### src/rtl/xlg_pkg.sv
package xlg_pkg;

    typedef enum logic [1:0] {
        ST_IDLE    = 2'd0,
        ST_COLLECT = 2'd1,
        ST_DECIDE  = 2'd2
    } xlg_state_e;

    localparam logic [7:0] OPC_READ10  = 8'h28;
    localparam logic [7:0] OPC_WRITE10 = 8'h2A;

    localparam logic [3:0] SK_ILLEGAL_REQ  = 4'h5;
    localparam logic [7:0] ASC_BAD_FIELD   = 8'h24;
    localparam logic [7:0] ASCQ_BAD_FIELD  = 8'h00;

endpackage

### src/rtl/xlg_seq_fsm.sv
module xlg_seq_fsm
    import xlg_pkg::*;
#(
    parameter int CDB_LEN = 10,
    localparam int IDXW = $clog2(CDB_LEN)
) (
    input  logic            clk,
    input  logic            rst_n,
    input  logic            cdb_valid,
    input  logic            cdb_sop,
    output logic            take,
    output logic [IDXW-1:0] take_idx,
    output logic            cmd_start,
    output logic            last_take,
    output logic            decide
);

    localparam logic [IDXW-1:0] LAST_IDX  = IDXW'(CDB_LEN - 1);
    localparam logic [IDXW-1:0] FIRST_IDX = IDXW'(1);

    xlg_state_e      state_q, state_d;
    logic [IDXW-1:0] idx_q, idx_d;

    // State register
    always_ff @(posedge clk) begin
        if (!rst_n) state_q <= ST_IDLE;
        else        state_q <= state_d;
    end

    // Byte index register (index of next expected byte)
    always_ff @(posedge clk) begin
        if (!rst_n) idx_q <= '0;
        else        idx_q <= idx_d;
    end

    // Next-state logic
    always_comb begin
        state_d = state_q;
        idx_d   = idx_q;
        unique case (state_q)
            ST_IDLE: begin
                if (cdb_valid && cdb_sop) begin
                    state_d = ST_COLLECT;
                    idx_d   = FIRST_IDX;
                end
            end
            ST_COLLECT: begin
                if (cdb_valid) begin
                    if (cdb_sop) begin
                        idx_d = FIRST_IDX;
                    end else if (idx_q == LAST_IDX) begin
                        state_d = ST_DECIDE;
                        idx_d   = '0;
                    end else begin
                        idx_d = idx_q + FIRST_IDX;
                    end
                end
            end
            ST_DECIDE: begin
                if (cdb_valid && cdb_sop) begin
                    state_d = ST_COLLECT;
                    idx_d   = FIRST_IDX;
                end else begin
                    state_d = ST_IDLE;
                end
            end
            default: begin
                state_d = ST_IDLE;
                idx_d   = '0;
            end
        endcase
    end

    // Output logic
    always_comb begin
        cmd_start = cdb_valid && cdb_sop;
        take      = cdb_valid && (cdb_sop || state_q == ST_COLLECT);
        take_idx  = cdb_sop ? '0 : idx_q;
        last_take = cdb_valid && !cdb_sop && (state_q == ST_COLLECT)
                    && (idx_q == LAST_IDX);
        decide    = (state_q == ST_DECIDE);
    end

endmodule

### src/rtl/xlg_field_capture.sv
module xlg_field_capture #(
    parameter int IDXW        = 4,
    parameter int OPC_IDX     = 0,
    parameter int LEN_MSB_IDX = 7,
    parameter int LEN_LSB_IDX = 8
) (
    input  logic            clk,
    input  logic            rst_n,
    input  logic            take,
    input  logic [IDXW-1:0] take_idx,
    input  logic [7:0]      cdb_byte,
    output logic [7:0]      opcode,
    output logic [15:0]     xfer_len
);

    localparam logic [IDXW-1:0] I_OPC = IDXW'(OPC_IDX);
    localparam logic [IDXW-1:0] I_MSB = IDXW'(LEN_MSB_IDX);
    localparam logic [IDXW-1:0] I_LSB = IDXW'(LEN_LSB_IDX);

    logic [7:0] opc_q, hi_q, lo_q;

    always_ff @(posedge clk) begin
        if (!rst_n) begin
            opc_q <= '0;
            hi_q  <= '0;
            lo_q  <= '0;
        end else if (take) begin
            if (take_idx == I_OPC) opc_q <= cdb_byte;
            if (take_idx == I_MSB) hi_q  <= cdb_byte;
            if (take_idx == I_LSB) lo_q  <= cdb_byte;
        end
    end

    assign opcode   = opc_q;
    assign xfer_len = {hi_q, lo_q};

endmodule

### src/rtl/xlg_len_judge.sv
module xlg_len_judge
    import xlg_pkg::*;
#(
    parameter int MAX_BLOCKS = 128
) (
    input  logic [7:0]  opcode,
    input  logic [15:0] xfer_len,
    output logic        allowed
);

    localparam logic [16:0] LIMIT = 17'(MAX_BLOCKS);

    logic is_rw;
    logic too_long;

    always_comb begin
        is_rw    = (opcode == OPC_READ10) || (opcode == OPC_WRITE10);
        too_long = {1'b0, xfer_len} > LIMIT;
        allowed  = !(is_rw && too_long);
    end

endmodule

### src/rtl/xlg_sense_hold.sv
module xlg_sense_hold
    import xlg_pkg::*;
(
    input  logic       clk,
    input  logic       rst_n,
    input  logic       set_fail,
    input  logic       clear,
    output logic       sense_valid,
    output logic [3:0] sense_key,
    output logic [7:0] sense_asc,
    output logic [7:0] sense_ascq
);

    logic held_q;

    always_ff @(posedge clk) begin
        if (!rst_n)        held_q <= 1'b0;
        else if (set_fail) held_q <= 1'b1;
        else if (clear)    held_q <= 1'b0;
    end

    always_comb begin
        sense_valid = held_q;
        sense_key   = held_q ? SK_ILLEGAL_REQ : 4'h0;
        sense_asc   = held_q ? ASC_BAD_FIELD  : 8'h00;
        sense_ascq  = held_q ? ASCQ_BAD_FIELD : 8'h00;
    end

endmodule

### src/rtl/xfer_len_gate.sv
module xfer_len_gate #(
    parameter int BLOCK_BYTES  = 512,
    parameter int BUFFER_BYTES = 65536,
    parameter int CDB_LEN      = 10
) (
    input  logic        clk,
    input  logic        rst_n,
    input  logic        cdb_valid,
    input  logic        cdb_sop,
    input  logic [7:0]  cdb_byte,
    output logic        verdict_valid,
    output logic        verdict_pass,
    output logic        sense_valid,
    output logic [3:0]  sense_key,
    output logic [7:0]  sense_asc,
    output logic [7:0]  sense_ascq,
    output logic [31:0] max_xfer_len
);

    localparam int MAX_BLOCKS = BUFFER_BYTES / BLOCK_BYTES;
    localparam int IDXW       = $clog2(CDB_LEN);

    logic            take, cmd_start, last_take, decide, allowed;
    logic [IDXW-1:0] take_idx;
    logic [7:0]      opcode;
    logic [15:0]     xfer_len;

    xlg_seq_fsm #(.CDB_LEN(CDB_LEN)) u_fsm (
        .clk       (clk),
        .rst_n     (rst_n),
        .cdb_valid (cdb_valid),
        .cdb_sop   (cdb_sop),
        .take      (take),
        .take_idx  (take_idx),
        .cmd_start (cmd_start),
        .last_take (last_take),
        .decide    (decide)
    );

    xlg_field_capture #(
        .IDXW        (IDXW),
        .OPC_IDX     (0),
        .LEN_MSB_IDX (7),
        .LEN_LSB_IDX (8)
    ) u_cap (
        .clk      (clk),
        .rst_n    (rst_n),
        .take     (take),
        .take_idx (take_idx),
        .cdb_byte (cdb_byte),
        .opcode   (opcode),
        .xfer_len (xfer_len)
    );

    xlg_len_judge #(.MAX_BLOCKS(MAX_BLOCKS)) u_judge (
        .opcode   (opcode),
        .xfer_len (xfer_len),
        .allowed  (allowed)
    );

    xlg_sense_hold u_sense (
        .clk         (clk),
        .rst_n       (rst_n),
        .set_fail    (last_take && !allowed),
        .clear       (cmd_start),
        .sense_valid (sense_valid),
        .sense_key   (sense_key),
        .sense_asc   (sense_asc),
        .sense_ascq  (sense_ascq)
    );

    assign verdict_valid = decide;
    assign verdict_pass  = decide && allowed;
    assign max_xfer_len  = 32'(MAX_BLOCKS);

endmodule

### config.mk
export PLATFORM = sky130hd
export DESIGN_NAME = xfer_len_gate
export DESIGN_NICKNAME = d
export VERILOG_FILES = /design/src/rtl/xlg_pkg.sv /design/src/rtl/xlg_seq_fsm.sv /design/src/rtl/xlg_field_capture.sv /design/src/rtl/xlg_len_judge.sv /design/src/rtl/xlg_sense_hold.sv /design/src/rtl/xfer_len_gate.sv
export SDC_FILE = /design/constraint.sdc
export NUM_CORES = 1
export LEC_CHECK = 0
export BUFFER_PORTS_ARGS = -buffer_cell sky130_fd_sc_hd__buf_2
export CAP_MARGIN = 20
export CORE_AREA = 2 2 81 52
export CTS_BUF_LIST = sky130_fd_sc_hd__clkbuf_8
export CTS_CLUSTER_DIAMETER = 50
export DETAILED_ROUTE_END_ITERATION = 6
export DIE_AREA = 0 0 83 54
export PLACE_DENSITY = 0.8
export SETUP_SLACK_MARGIN = 0.05
export SLEW_MARGIN = 40
export SYNTH_ARGS = -nofsm -noshare
export SYNTH_HDL_FRONTEND = slang
export SYNTH_HIERARCHICAL = 1
export SYNTH_SLANG_ARGS = --single-unit
### constraint.sdc
create_clock -name clk -period 1.8 [get_ports clk]
set_input_delay 0.45 -clock clk [delete_from_list [all_inputs] [get_ports clk]]
set_output_delay 0.45 -clock clk [all_outputs]
set_load 0.05 [all_outputs]
Word-level counts from Yosys, hierarchy flattened
Cells that the tools add are included.
{ "op_classes": {"add_sub_neg": 1, "n_lt_le_gt_ge": 1, "n_eq_ne": 12, "muxes": 16, "reduce_logical": 21} }
{ "ops": {"columns": ["op", "count"], "rows": [
  ["$mux 4", 5],
  ["$eq 8x6->1 const B", 2],
  ["$gt 16x8->1 const B", 1],
  ["$eq 4x4->1 const B", 2],
  ["$logic_and 1x1->1", 8],
  ["$mux 2", 4],
  ["$pmux 4 s2", 1],
  ["$reduce_and 2->1", 4],
  ["$mux 6", 1],
  ["$ne 2x2->1 const B", 3],
  ["$pmux 2 s3", 1],
  ["$add 4x1->4 const B", 1],
  ["$eq 4x3->1 const B", 1],
  ["$logic_not 4->1", 1],
  ["$ne 2x1->1 const B", 2],
  ["$reduce_and 4->1", 1],
  ["$mux 1", 3],
  ["$mux 3", 1],
  ["$eq 2x1->1 const B", 1],
  ["$eq 2x2->1 const B", 1],
  ["$logic_not 1->1", 2],
  ["$logic_not 2->1", 1],
  ["$logic_or 1x1->1", 2],
  ["$reduce_bool 2->1", 1],
  ["$reduce_or 2->1", 1]
]} }
{ "totals": {"regBits": 31, "in_bits": 12} }

Logic depth before layout (Yosys ltp)
Gate-level depths: netlist of the first run.
{ "logic_depth": {"word_depth": 6, "depth_mapped": 7, "depth_no_buf": 7} }

Cells and area by module
Netlist of the first run, hierarchy kept.
{ "by_module_without_submodules": {"columns": ["mod", "n_inst", "cells_per_inst", "area_each_um2"], "rows": [
  ["xlg_field_capture", 1, 89, 920.9],
  ["xlg_seq_fsm", 1, 49, 379.1],
  ["xfer_len_gate", 1, 36, 264.0],
  ["xlg_sense_hold", 1, 24, 195.2],
  ["xlg_len_judge", 1, 8, 60.1]
]} }

Worst setup path after synthesis of the first run
Ideal clock, no wire load.
{ "synth_path": {"path_type": "reg-to-output", "from": "register u_cap.lo_q[3]", "to": "output verdict_pass", "arrival_ns": 1.466, "slack_ns": -0.116, "path_stages_with_launch": 5, "cell_sequence": "dfxtp_1 > or4_1 > o41ai_2 > a31o_1 > and2_2"} }
{ "synth_between": {"elab_chain_cells": 4} }
{ "synth_lines": {"columns": ["item", "line", "rtl"], "rows": [
  ["from (decl)", "xlg_field_capture.sv:20", "logic [7:0] opc_q, hi_q, lo_q;"],
  ["from (signal assigned)", "xlg_field_capture.sv:30", "if (take_idx == I_LSB) lo_q <= cdb_byte;"],
  ["$gt 16x8->1", "xlg_len_judge.sv:18", "too_long = {1'b0, xfer_len} > LIMIT;"],
  ["$logic_and 1x1->1", "xlg_len_judge.sv:19", "allowed = !(is_rw && too_long);"],
  ["$logic_not 1->1", "xlg_len_judge.sv:19", null],
  ["net allowed", "xfer_len_gate.sv:23", "logic take, cmd_start, last_take, decide, allowed;"],
  ["$logic_and 1x1->1", "xfer_len_gate.sv:73", "assign verdict_pass = decide && allowed;"],
  ["to (decl)", "xfer_len_gate.sv:12", "output logic verdict_pass,"]
]} }
The timed path passes the listed nets, and every way through them passes these cells.

Final worst setup path of the first run
Ends and elaborated chain as after synthesis.

==> impl_metrics.ini, run 1 <==
[yosys]
syn_area_um2 = 1790
avgSynthCellArea_um2 = 8.80
yosysWarnings = 6
netlist_instances = 203

[min_path]
min_path_type = in -> reg
hp-start = cdb_byte[1]

[pwr]
p_leak_nw = 0.970
total_power_mw = 1.58
ir_worst_vdd_uv = 423
pwr_density_cell_nw_per_um2 = 822

[floorplan]
initial_core_util_pct = 46.4
io_pins = 67
fp.dieW_um = 83
core-area_um2 = 3850
die_area_um2 = 4480
rows = 18
die_y_um = 54

[outcome]
violations = negative setup slack
status = complete, but fails checks

[timing]
rsz0062_at_grt = true
whs_ps = 431
final_hold_viol_count = 0
maxSlewViolCount = 0
setup_ws_ps = -458
clock_skew_ps = 7.52
clock.fmax_ghz = 0.443
tns_ps = -458
finalCritPeriodShare_pct = 125
setup_viol = 1
period_needed_ps = 2260

[final_layout]
syn_to_final_growth_pct = 7.50
antenna_cells = 0
layout.nets = 242
drive_gt1_share_pct = 21.0

[worst_setup_path]
crit_fanout = 2
crit_start = u_cap/lo_q[3]
critPathArrivalTime_ps = 1810
r2r_start = u_cap/lo_q[3]
r2r_setup_slack_ps = 90
critPathKind = reg -> out
end_kind = output pin
critical_path_required_ps = 1350
start_kind = flip-flop

[clock_tree]
holdBufCountCts = 0
cts_buffer_depth = 2
h-tree-depth = 2
insertion_delay_ps = 280
clk_pin_slew_worst_paths_ps = 70
clockRootBuffer = clkbuf_8
cts_tree = built
post_cts_buffers = 0
cts_made_buffers = 5
cts.sinks = 30

[route]
routed_wirelength_um = 2970
post-route-drc-count = 0
num_vias = 1227
via_per_inst = 4.40
post_drt_wl_per_cell_um = 10.6
firstDrtPassIters = 4
ant_nets = 0
drtIter0Drc = 36

[grt]
grt_pass1_vias = 1060
grt_max_degree = 41
grt_usage_pct = 14.2
grt-ovfl-total = 0
antenna_found_initial = 0
grt_pass1_wl_um = 4830

[placement]
place_congestion = 0.767
port_buffers = 18
place_hpwl_um = 2330

[flow_run]
cap_violations = 0
[cell type report]
cell class / count / area (um2)
repair buffers: 29 / 211
multi-input cells: 160 / 941
well taps: 50 / 62.6
clock buffers: 6 / 82.6
fillers: 382 / 1930
inverters: 2 / 7.51
flip-flops and latches: 30 / 602
clock inverters: 2 / 12.5
[stage by stage]
| stage | cells | area [um2] | utilization (%) | worst slack (ps) |
|---|---|---|---|---|
| global route | 279 | 1920 | 49.8 | -513 |
| floorplan | 248 | 1960 | - | -49.7 |
| detailed placement | 271 | 1800 | 46.8 | -256 |
| global placement | 271 | 1800 | 46.8 | -234 |
| CTS | 279 | 1910 | 49.5 | -480 |
| finish | 279 | 1920 | 49.8 | -458 |
[worst max-delay path: stages, from the launching register on]
cell and delay (ps):
dfxtp_2 320, or4_4 520, o41ai_2 200, a31o_1 200
and2_4 150, buf_8 130
[placed cells by master, fill, tap and decap left out, types with 3 or more instances in the layout]
master / count
buf_2: 17
buf_4: 8
clkbuf_8: 6
conb_1: 48
dfxtp_1: 29
mux2i_1: 23
nand2_1: 41
nand3_1: 3
nand4_1: 3
nor2_1: 4
nor2b_1: 4
o21a_1: 3
[power breakdown]
group          switching, mW  total (mW)  internal (mW)  leakage, nW
clock network          0.254       0.561          0.307       0.0472
registers            0.00896       0.686          0.677        0.243
logic                  0.279       0.331         0.0520        0.679
total                  0.542        1.58           1.04        0.970
[what timing repair did]
item / CTS / global route
setup endpoints to repair: 1 / 10
pin swaps: 0 / 2
resized for setup: 3 / 4
cloned: 0 / 0
[per-layer routing]
| metal | track usage (%) | part of all wire [%] | vias up |
|---|---|---|---|
| li1 | - | - | 625 |
| met1 | 18.2 | 48 | 560 |
| met2 | 21.5 | 44 | 39 |
| met3 | 5.83 | 8.0 | 3 |
| met4 | 5.74 | 0.64 | 0 |
| met5 | 0 | 0 | - |
[registers in the layout, summed over array words and instances (netlist names)]
register and count:
u_fsm/state_q 2, u_cap/hi_q 8, u_cap/opcode 7, u_cap/lo_q 8, u_fsm/idx_q 4, u_sense/sense_valid 1
[worst paths after layout]
check                           cells after the start             endpoint
worst min register to register                      2        u_cap/hi_q[7]
worst min-delay path                                3        u_cap/lo_q[1]
worst max register to register                      5  u_sense/sense_valid
worst max-delay path                                5         verdict_pass
(Power assumes the default switching activity.)
==> run 2, diff against run 1 <==
Settings changed: ABC_AREA set to 1, CORE_AREA 2 2 81 52 to 2 2 85 54, DIE_AREA 0 0 83 54 to 0 0 87 56, PLACE_DENSITY 0.8 to 0.82.
==> run 2 against run 1 <==
The flow now finishes without violations. Largest power group unchanged. Non-clock buffer count shrank 6. Clock power about the same. Design area grew 10%. Highest routed layer is now met3.
==> impl_metrics.ini, run 2 <==
[outcome]
status = finished, final reports clean

[grt]
grt_usage_pct = 16.4
grt_pass1_vias = 1439
grt_max_degree = 17
grt_pass1_wl_um = 6390
antenna_found_initial = 0
grt-ovfl-total = 0

[route]
routed_wirelength_um = 3970
firstDrtPassIters = 5
post_drt_wl_per_cell_um = 10.1
via_per_inst = 4.30
num_vias = 1693
drtIter0Drc = 125
ant_nets = 0
post-route-drc-count = 0

[clock_tree]
insertion_delay_ps = 280
cts_made_buffers = 5
cts.sinks = 30
cts_buffer_depth = 2
clk_pin_slew_worst_paths_ps = 70
holdBufCountCts = 0
clockRootBuffer = clkbuf_8
cts_tree = built
h-tree-depth = 2

[timing]
setup_viol = 0
maxSlewViolCount = 0
period_needed_ps = 1790
clock_skew_ps = 6.72
final_hold_viol_count = 0
rsz0062_at_grt = true
tns_ps = 0
clock.fmax_ghz = 0.560
finalCritPeriodShare_pct = 99.2

[floorplan]
die_area_um2 = 4870
die_y_um = 56
core-area_um2 = 4030
fp.dieW_um = 87
rows = 18
io_pins = 67
initial_core_util_pct = 50.8

[final_layout]
drive_gt1_share_pct = 16.6
antenna_cells = 0
mostFrequentLayoutCells = 70 x nand2_1, 54 x nor2_1, 53 x inv_1, 48 x conb_1, 28 x dfxtp_1
layout.nets = 357
final_common_cell = nand2_1
syn_to_final_growth_pct = 3.36
nFillCells = 412

[flow_run]
cap_violations = 0

[yosys]
syn_area_um2 = 2050
yosysWarnings = 6
avgSynthCellArea_um2 = 6.30
netlist_instances = 325

[placement]
port_buffers = 18
place_hpwl_um = 3040
place_congestion = 0.913

[worst_setup_path]
critical_path_cell_count = 9
end_kind = output pin
critical_path_required_ps = 1350
cp_top_family = simple AND/OR/NAND/NOR gates
r2r_cells = 11
critPathArrivalTime_ps = 1340
crit_fanout = 2
start_kind = flip-flop
critical_path.cell_chain = inv_1 > nor2_1 > nand2_1 > nor2_1 > nand2_1 > nand3_2 > nand2_2 > inv_2 > buf_8
slowest_delay_ps = 330
cpMaxStageDelayCell = dfxtp_2
critPathBufInv = 3
critPathKind = reg -> out

[pwr]
pwr_density_cell_nw_per_um2 = 774
p_leak_nw = 1.13
ir_worst_vdd_uv = 396
total_power_mw = 1.64

[min_path]
hold-path-cell-count = 2
min_path_type = reg -> reg
[run 2: per-stage QoR]
step	utilization [%]	setup slack [ps]	area [um2]	cells	hold WS [ps]
final	52.5	14.8	2120	394	488
after global routing	52.5	-59.9	2120	394	512
after CTS	52.0	25.2	2090	393	488
after detailed placement	49.3	128	1990	385	475
after global placement	49.3	172	1990	385	462
after floorplan	-	105	2220	370	456
[run 2: what timing repair did]
action                     4_1_cts  5_1_grt
setup endpoints to repair        1       16
gates resized for setup          4        6
pin swaps                        3        4
buffers inserted                 0        1
[run 2: path summary, 6_finish.rpt]
check	endpoint	slack (ps)	startpoint
max	verdict_pass	10	u_cap/lo_q[7]
min	u_cap/hi_q[1]	490	u_cap/hi_q[1]
max reg2reg	u_cap/lo_q[6]	240	u_fsm/state_q[0]
min reg2reg	u_cap/hi_q[1]	490	u_cap/hi_q[1]
[run 2: power by group]
part           switching, mW  internal, mW  total (mW)
clock network          0.256         0.307       0.563
registers             0.0111         0.682       0.693
logic                  0.326        0.0571       0.383
total                  0.593          1.05        1.64
[run 2: final cells by class]
| class | count | area (um2) | area share [%] |
|---|---|---|---|
| multi-input cells | 222 | 990 | 46.7 |
| flip-flops and latches | 30 | 603 | 28.5 |
| inverters | 61 | 229 | 10.8 |
| repair buffers | 23 | 138 | 6.50 |
| clock buffers | 6 | 82.6 | 3.90 |
| well taps | 50 | 62.6 | 2.96 |
| clock inverters | 2 | 12.5 | 0.591 |
[run 2: layer usage]
layer,up-vias,share of wire [%],GRT usage [%]
met5,-,0,0
met4,0,0,3.35
met3,0,7.3,4.90
met2,56,46,23.8
met1,738,47,23.8
li1,899,-,-
[run 2: worst register-to-register path, stage by stage (launching register included)]
cell	delay [ps]
dfxtp_1	340
inv_1	60
nor2_1	120
inv_1	100
o21ai_1	180
buf_4	180
nand2_1	70
inv_2	60
nand3_2	160
nand2_1	110
inv_1	40
nor2_1	100
==> run 3, diff against run 2 <==
Settings changed: PLACE_DENSITY 0.82 to not set, PLACE_DENSITY_LB_ADDON set to 0.08.
==> run 3 against run 2 <==
Clock-buffer cell count did not move. Power fell by 1.2%. Cell count rose by 0.76%. Sequential share of layout area fell by 0.48 points. Utilization rose by 0.90 points. Clock power fell by 3%. First-iteration DRC count fell by 44%. Largest power group unchanged.
==> impl_metrics.ini, run 3 (synthesis results as in run 2) <==
[outcome]
status = finished, final reports clean

[timing]
period_needed_ps = 1750
clock_skew_ps = 5.98
maxSlewViolCount = 0
clock.fmax_ghz = 0.570
finalCritPeriodShare_pct = 97.5
setup_ws_ps = 45.7
setup_viol = 0
final_hold_viol_count = 0
rsz0062_at_grt = true

[min_path]
min_path_type = in -> reg

[grt]
grt-ovfl-total = 0
grt_pass1_wl_um = 6200
busiest_layer = met1
met2_usage_pct = 20.7
grt_max_degree = 25
gr-usage-met3_pct = 5.34
grt_usage_pct = 16.3
grt_use_met1_pct = 25.8
grt_pass1_vias = 1278
antenna_found_initial = 0

[route]
drtIter0Drc = 70
post_drt_wl_per_cell_um = 9.42
num_vias = 1664
routed_wirelength_um = 3740
post-route-drc-count = 0
ant_nets = 0
firstDrtPassIters = 4
via_per_inst = 4.19

[worst_setup_path]
critical_path.cell_chain = nor2_2 > nand2_1 > nor2_2 > nand2_1 > nand3_2 > nand2_2 > inv_2 > buf_8
cp_top_family = simple AND/OR/NAND/NOR gates
end_kind = output pin
critPathArrivalTime_ps = 1300
slowest_delay_ps = 320
critical_path_required_ps = 1350
cpMaxStageDelayCell = dfxtp_1
crit_fanout = 2
critPathKind = reg -> out
r2r_setup_slack_ps = 270
critPathBufInv = 2
start_kind = flip-flop

[placement]
place_congestion = 0.896
port_buffers = 18
place_area_um2 = 1990
place_hpwl_um = 2930
pre_cts_ws_ps = 134

[clock_tree]
cts.sinks = 30
clk_pin_slew_worst_paths_ps = 60
insertion_delay_ps = 270
holdBufCountCts = 0
h-tree-depth = 2
cts_made_buffers = 5
cts_buffer_depth = 2
cts_tree = built
clockRootBuffer = clkbuf_8

[final_layout]
drive_gt1_share_pct = 18.4
layout.nets = 360
nFillCells = 429
syn_to_final_growth_pct = 5.13
stdcell_area_um2 = 2150
mostFrequentLayoutCells = 70 x nand2_1, 53 x inv_1, 50 x nor2_1, 48 x conb_1, 28 x dfxtp_1
antenna_cells = 0
final_common_cell = nand2_1

[pwr]
p_leak_nw = 1.15
ir_worst_vdd_uv = 377
pwr_density_cell_nw_per_um2 = 752

[floorplan]
initial_core_util_pct = 50.8
rows = 18
die_y_um = 56
fp.dieW_um = 87
io_pins = 67
die_area_um2 = 4870
core-area_um2 = 4030

[flow_run]
cap_violations = 0
-- run 3: layer usage --
layer,vias to the layer above,part of all wire [%]
met5,-,0
met4,0,0.19
met2,43,38
met1,714,55
met3,2,5.9
li1,905,-
-- run 3: cell type report --
class                   count  area (um2)  area share (%)
clock inverters             2        8.76           0.407
well taps                  50        62.6            2.91
clock buffers               6        82.6            3.83
inverters                  61         229            10.6
flip-flops and latches     30         603            28.0
repair buffers             26         173            8.02
multi-input cells         222         995            46.2
-- run 3: through the flow --
stage / utilization (%) / setup TNS (ps) / total power, mW / hold WS, ps / instances
6_report: 53.4 / 0 / 1.62 / 445 / 397
5_1_grt: 53.4 / -80.7 / 1.70 / 437 / 397
4_1_cts: 51.9 / 0 / 1.63 / 437 / 393
3_5_place_dp: 49.3 / 0 / 1.08 / 476 / 385
3_3_place_gp: 49.3 / 0 / 1.08 / 468 / 385
2_1_floorplan: - / 0 / 1.11 / 456 / 370
-- run 3: worst register-to-register path: cells and delay by family (launching register included) --
kind                   cells  cell delay (ps)
and+or+nand+nor            5              550
buffers and inverters      5              410
DFF                        1              330
AOI/OAI and AO/OA          1              160
-- run 3: what timing repair did --
item	in CTS	in global routing
endpoints found under the setup margin	1	12
resized for setup	4	10
pin swaps	1	6
setup buffers	0	4
-- run 3: where the power goes --
group / switching, mW / internal (mW)
Sequential: 0.0105 / 0.682
Combinational: 0.322 / 0.0606
Clock: 0.243 / 0.302
Total: 0.575 / 1.04
-- run 3: worst paths after layout --
| check | startpoint | to | cells past startpoint |
|---|---|---|---|
| setup / recovery | u_cap/hi_q[3] | verdict_pass | 8 |
| hold / removal | rst_n | u_sense/sense_valid | 3 |
| setup reg to reg | u_fsm/state_q[0] | u_cap/lo_q[5] | 11 |
| hold reg to reg | u_cap/hi_q[4] | u_cap/hi_q[4] | 2 |
